File: src/rtl/dmah_pkg.sv
package dmah_pkg;

    typedef enum logic [2:0] {
        ST_IDLE,
        ST_ACCESS,
        ST_STRETCH,
        ST_DONE,
        ST_HOLD,
        ST_REFUSE
    } dmah_state_e;

    localparam logic [1:0] MODE_HS  = 2'd0;
    localparam logic [1:0] MODE_EXT = 2'd1;

endpackage

File: src/rtl/dmah_sync.sv
module dmah_sync #(
    parameter int STAGES = 2
) (
    input  logic clk,
    input  logic rst,
    input  logic req_n_async,
    output logic req_low,
    output logic req_fall
);

    logic [STAGES-1:0] pipe;
    logic              prev_low;

    always_ff @(posedge clk) begin
        if (rst) pipe[0] <= 1'b1;
        else     pipe[0] <= req_n_async;
    end

    for (genvar g = 1; g < STAGES; g++) begin : g_stage
        always_ff @(posedge clk) begin
            if (rst) pipe[g] <= 1'b1;
            else     pipe[g] <= pipe[g-1];
        end
    end

    always_ff @(posedge clk) begin
        if (rst) prev_low <= 1'b0;
        else     prev_low <= req_low;
    end

    assign req_low  = ~pipe[STAGES-1];
    assign req_fall = req_low & ~prev_low;

    AST_FALL_AFTER_HIGH: assert property (@(posedge clk) disable iff (rst)
        req_fall |=> !req_fall);

endmodule

File: src/rtl/dmah_wcount.sv
module dmah_wcount #(
    parameter int CNT_W = 8
) (
    input  logic             clk,
    input  logic             rst,
    input  logic             load,
    input  logic [CNT_W-1:0] load_val,
    input  logic             dec,
    output logic [CNT_W-1:0] count,
    output logic             is_zero
);

    always_ff @(posedge clk) begin
        if (rst)                      count <= '0;
        else if (load)                count <= load_val;
        else if (dec && count != '0)  count <= count - CNT_W'(1);
    end

    assign is_zero = (count == '0);

    AST_DEC_STEP: assert property (@(posedge clk) disable iff (rst)
        (dec && !load && count != '0) |=> count == $past(count) - CNT_W'(1));
    AST_LOAD_WINS: assert property (@(posedge clk) disable iff (rst)
        load |=> count == $past(load_val));

endmodule

File: src/rtl/dma_hs_ctrl.sv
module dma_hs_ctrl
    import dmah_pkg::*;
#(
    parameter int WS_W  = 4,
    parameter int CNT_W = 8
) (
    input  logic             clk,
    input  logic             rst,
    input  logic             req_n,
    input  logic [1:0]       mode,
    input  logic             target_sdram,
    input  logic             dir_write,
    input  logic [WS_W-1:0]  wait_states,
    input  logic             hold_en,
    input  logic             load_count,
    input  logic [CNT_W-1:0] count_val,
    output logic             grant_n,
    output logic             rd_n,
    output logic             wr_n,
    output logic             xfer_done,
    output logic             mode_err,
    output logic [CNT_W-1:0] words_left
);

    localparam int SYNC_STAGES = 2;

    dmah_state_e     state_q, state_d;
    logic [WS_W-1:0] wait_q, wait_d;
    logic            dir_q, dir_d;
    logic            paced_q, paced_d;
    logic            req_low, req_fall, cnt_zero, in_access, refuse;

    dmah_sync #(.STAGES(SYNC_STAGES)) u_sync (
        .clk        (clk),
        .rst        (rst),
        .req_n_async(req_n),
        .req_low    (req_low),
        .req_fall   (req_fall)
    );

    dmah_wcount #(.CNT_W(CNT_W)) u_count (
        .clk     (clk),
        .rst     (rst),
        .load    (load_count),
        .load_val(count_val),
        .dec     (xfer_done),
        .count   (words_left),
        .is_zero (cnt_zero)
    );

    assign refuse = (mode == MODE_EXT) && target_sdram;

    // State register
    always_ff @(posedge clk) begin
        if (rst) begin
            state_q <= ST_IDLE;
            wait_q  <= '0;
            dir_q   <= 1'b0;
            paced_q <= 1'b0;
        end else begin
            state_q <= state_d;
            wait_q  <= wait_d;
            dir_q   <= dir_d;
            paced_q <= paced_d;
        end
    end

    // Next-state logic
    always_comb begin
        state_d = state_q;
        wait_d  = wait_q;
        dir_d   = dir_q;
        paced_d = paced_q;
        unique case (state_q)
            ST_IDLE: begin
                if (req_fall && !cnt_zero) begin
                    if (refuse) begin
                        state_d = ST_REFUSE;
                    end else begin
                        state_d = ST_ACCESS;
                        wait_d  = wait_states;
                        dir_d   = dir_write;
                        paced_d = mode[1];
                    end
                end
            end
            ST_ACCESS: begin
                if (wait_q != '0)  wait_d  = wait_q - WS_W'(1);
                else if (req_low)  state_d = ST_STRETCH;
                else               state_d = ST_DONE;
            end
            ST_STRETCH: begin
                if (!req_low) state_d = ST_DONE;
            end
            ST_DONE:   state_d = hold_en ? ST_HOLD : ST_IDLE;
            ST_HOLD:   state_d = ST_IDLE;
            ST_REFUSE: state_d = ST_IDLE;
            default:   state_d = ST_IDLE;
        endcase
    end

    // Outputs
    always_comb begin
        in_access = (state_q == ST_ACCESS) || (state_q == ST_STRETCH);
        grant_n   = !(in_access && !paced_q);
        wr_n      = !(in_access && dir_q);
        rd_n      = !(in_access && !dir_q);
        xfer_done = (state_q == ST_DONE);
        mode_err  = (state_q == ST_REFUSE);
    end

    AST_GRANT_FRAMED: assert property (@(posedge clk) disable iff (rst)
        !grant_n |-> (rd_n != wr_n));
    AST_PACED_NO_GRANT: assert property (@(posedge clk) disable iff (rst)
        (paced_q && state_q != ST_IDLE) |-> grant_n);
    AST_STRETCH_HOLDS: assert property (@(posedge clk) disable iff (rst)
        (state_q == ST_STRETCH && req_low) |=> (state_q == ST_STRETCH));
    AST_DONE_SINGLE: assert property (@(posedge clk) disable iff (rst)
        xfer_done |=> !xfer_done);
    AST_HOLD_QUIET: assert property (@(posedge clk) disable iff (rst)
        (state_q == ST_HOLD) |=> (state_q == ST_IDLE));
    AST_REFUSE_QUIET: assert property (@(posedge clk) disable iff (rst)
        mode_err |-> (grant_n && rd_n && wr_n && !xfer_done));
    AST_ZERO_IGNORED: assert property (@(posedge clk) disable iff (rst)
        (state_q == ST_IDLE && cnt_zero) |=> (state_q == ST_IDLE));
    AST_BUSY_NO_START: assert property (@(posedge clk) disable iff (rst)
        (state_q == ST_DONE) |=> (state_q != ST_ACCESS));

endmodule

File: config.mk
export PLATFORM = sky130hd
export DESIGN_NAME = dma_hs_ctrl
export DESIGN_NICKNAME = d
export VERILOG_FILES = /design/src/rtl/dmah_pkg.sv /design/src/rtl/dmah_sync.sv /design/src/rtl/dmah_wcount.sv /design/src/rtl/dma_hs_ctrl.sv
export SDC_FILE = /design/constraint.sdc
export NUM_CORES = 1
export LEC_CHECK = 0
export ABC_AREA = 0
export BUFFER_PORTS_ARGS = -buffer_cell sky130_fd_sc_hd__buf_2
export CORE_ASPECT_RATIO = 1.5
export CORE_MARGIN = 2
export CORE_UTILIZATION = 51
export DETAILED_ROUTE_END_ITERATION = 8
export PLACE_DENSITY = 0.78
export REMOVE_ABC_BUFFERS = 1
export SLEW_MARGIN = 0
export SYNTH_ARGS = -nofsm -noshare
export SYNTH_HDL_FRONTEND = slang
export SYNTH_SLANG_ARGS = --single-unit
File: constraint.sdc
create_clock -name clk -period 2.1 [get_ports clk]
set_input_delay 0.315 -clock clk [delete_from_list [all_inputs] [get_ports clk]]
set_output_delay 0.315 -clock clk [all_outputs]
set_load 0.02 [all_outputs]
==> results by group <==
STA
  – Final Skew: roughly 3.8 ps
  – Hold Vio Cnt, Final: 0
  – Hold Slack: roughly 190 ps
  – Post-Route Setup TNS: 0 ps
  – Post-route minimum period: slightly below 2000 ps
  – Actual slew at the worst max-slew pin: 405 ps
  – Slew headroom: 73.0%
  – Final Max Tran Viols: 0
  – Maximum clock rate: between 0.5 and 0.6 GHz
  – Unrepaired setup endpoints after global routing: no
  – Final setup viols: 0
  – Fin crit share: 93.3%

Setup path
  – Critical path class: reg2reg
  – R2r worst-path depth: 6
  – FF-to-FF End: wait_q[1]$_SDFFE_PP0P_
  – Critical-path top delay cell: mux2_2
  – WP data required: 2290 ps
  – Worst setup EP type: register
  – Worst Path Buf+Inv: 1
  – Kind of cell adding the most delay to the critical path: compound AO/OA/AOI/OAI gates
  – R2R Path Start: u_count.count[0]$_SDFFE_PP0P_
  – Cell breakdown of the critical path: inv_1 -> ha_1 -> nor3b_4 -> a211oi_1 -> o21ai_0 -> mux2_2
  – Crit path max fanout: 6
  – Startpoint Class: register
  – Max stage delay on crit path: 390 ps
  – Critical path arrival: between 2000 and 2500 ps
  – R2r setup slk: 140 ps

Clock network
  – Post-CTS Setup Repair Bufs: 0
  – # H-tree levels: 1
  – Clock buffer count from CTS: 3
  – Reg clk slew, reported paths: 110 ps
  – Clock sink total: 20
  – Clock tree from TritonCTS: yes
  – Clock Latency Late Sink: 300 ps
  – Clk buf depth: 2
  – Clk root buf: clkbuf_4

Global routing
  – Met1 GRT Util: 25.2%
  – First-pass GRT wire length: 4750 microns
  – Global Route met2 Usage: 38.6%
  – GRT busiest layer: met2
  – Initial antenna violation count: 0
  – Routing usage on met3: 1.98%
  – Vias in the first global route: 1,122
  – Grt ovf: 0
  – Pin count of the biggest net entering global routing: 24
  – Gr usage total: between 20% and 30%

Power
  – Clk network pwr share: a little under an eighth
  – Sw Ratio: 41.0%
  – Peak supply drop: 0.531 mV
  – Cell Int Power: 920 uW
  – Pwr/cell area: 1100 nW/um^2
  – NetSw: 639 uW
  – Logic pwr share: a little over half
  – Seq pwr share: about a third
  – Leak: ~0.63 nW

Hold path
  – Min-delay src: req_n
  – Hold depth: 2
  – Worst hold path type: in2reg
  – Worst min-delay path endpoint: u_sync.pipe[0]$_SDFF_PP1_

Routing
  – Via count: 1,147
  – WL per Instance: 14.2 microns
  – Initial DRC count: 28
  – Routed WL: 2760 microns
  – DRC violations left: 0
  – Via density: a little under 6
  – Antenna viol nets, final: 0
  – DRT Pass-1 Iters: 4

Job
  – Number of max-cap violations: 0

Synthesis
  – Synth async-reset ratio: 0%
  – Synthesized area per cell: 8.81 sq um
  – Synth Warn #: 0
  – Predominant post-synthesis flop cell: dfxtp_1
  – Distinct cells, synth: 50
  – Gate Count Post-Synth: 138
  – Post-Syn Area: 1220 sq um
  – Sequential fraction of the synthesis area: between 30% and 40%
  – Flops & latches, synth: 20
  – EDFF count, synth: 0

Layout
  – Layout cells sized above 1: 33.9%
  – Post-layout net count: 197
  – Antenna diode count: 0
  – Finished Core Util: between 60% and 70%
  – Most frequent cells in the layout: 33 x buf_2, 20 x dfxtp_1, 15 x nor2_1, 9 x inv_1, 8 x a211oi_1
  – Most common cell after layout, fill and taps aside: buf_2
  – Fill count: 208
  – Post-route design area: 1420 sq um
  – P&R area growth vs syn: 17.0%

Placement
  – IO buf count: 33
  – Post-DP Area: about 1400 sq um
  – Hpwl dp: around 2100 microns
  – GPL Wtd Cong: 0.788

Die
  – I/O pin cnt: 34
  – Die X: 43.9 microns
  – Die area: 2800 sq um
  – Core Footprint: 2260 sq um
  – Die span in y: around 64 microns
  – FP Rows: 21
  – Initial Util: 53.8%

Status
  – Status: complete, no violations
==> cell type report <==
class | count | area, sq um | area share, %
Clock buffer | 3 | 22.5 | 1.58
Tap cell | 23 | 28.8 | 2.02
Multi-Input combinational cell | 102 | 742 | 52.2
Timing Repair Buffer | 37 | 195 | 13.7
Inverter | 9 | 33.8 | 2.37
Sequential cell | 20 | 400 | 28.1
==> sequential cells by signal, indices dropped and copies added (netlist names) <==
register / cells
wait_q: 4
state_q: 3
u_count.count: 8
u_sync.prev_low: 1
paced_q: 1
dir_q: 1
u_sync.pipe: 2
==> power by group through the flow <==
stage	clock [mW]	sequential, mW	combinational [mW]
2_1_floorplan	0	0.554	0.558
4_1_cts	0.185	0.534	0.840
3_5_place_dp	0	0.543	0.837
5_1_grt	0.204	0.551	0.935
3_3_place_gp	0	0.536	0.806
6_report	0.179	0.538	0.841
==> layer usage <==
metal	part of all wire, %	up-vias
li1	-	579
met1	43	536
met2	52	28
met3	3.9	4
met4	1.5	0
met5	0	-
==> logic make-up (layout without fill, tap and decap cells) <==
group / count (synthesis) / after routing / synth area share, %
simple gates: 53 / 53 / 27.8
compound gates: 36 / 36 / 21.3
flops: 20 / 20 / 32.9
buf+inv: 16 / 49 / 6.89
mux: 6 / 6 / 5.04
fa+ha+maj: 4 / 4 / 3.91
xor+xnor: 3 / 3 / 2.16
==> Yosys cell counts (3+ instances only) <==
master	n	area [sq um]
or2_2	5	31.3
xnor2_1	3	26.3
nor2_1	15	56.3
mux2i_1	5	50.1
nand2_1	5	18.8
o21ai_0	3	15.0
ha_1	3	37.5
inv_1	9	33.8
dfxtp_1	20	400
a21oi_1	8	40.0
nand4_1	3	18.8
or3_2	3	22.5
a211oi_1	8	60.1
nand3b_1	3	22.5
o2bb2ai_1	3	26.3
==> stage by stage <==
stage          power [mW]  worst slack, ps  std cells
2_1_floorplan        1.11             26.0        131
3_3_place_gp         1.34              276        191
3_5_place_dp         1.38              159        191
4_1_cts              1.56              132        194
5_1_grt              1.69             48.3        194
6_report             1.56              140        194
==> worst register-to-register path: cells and delay by family, from the launching register on <==
family	cells	cell delay, ps
buf+inv	1	100
flops	1	370
compound gates	2	490
fa+ha+maj	1	180
simple gates	1	330
mux	1	390
==> how the worst max path moves through the flow <==
stage,start,endpoint,cells after the start
finish,u_count.count[0]$_SDFFE_PP0P_,wait_q[1]$_SDFFE_PP0P_,6
global route,u_count.count[0]$_SDFFE_PP0P_,wait_q[1]$_SDFFE_PP0P_,6
CTS,u_count.count[1]$_SDFFE_PP0P_,wait_q[1]$_SDFFE_PP0P_,6
detailed placement,u_count.count[0]$_SDFFE_PP0P_,wait_q[1]$_SDFFE_PP0P_,6
global placement,u_count.count[0]$_SDFFE_PP0P_,u_count.count[2]$_SDFFE_PP0P_,6
floorplan,u_count.count[0]$_SDFFE_PP0P_,wait_q[1]$_SDFFE_PP0P_,6
==> repair_timing <==
action                     4_1_cts  5_1_grt
hold endpoints to repair         0        0
gates resized for setup          0        2
setup endpoints to repair        0        1
hold buffers                     0        0
Power figures use the tool's default switching activity.
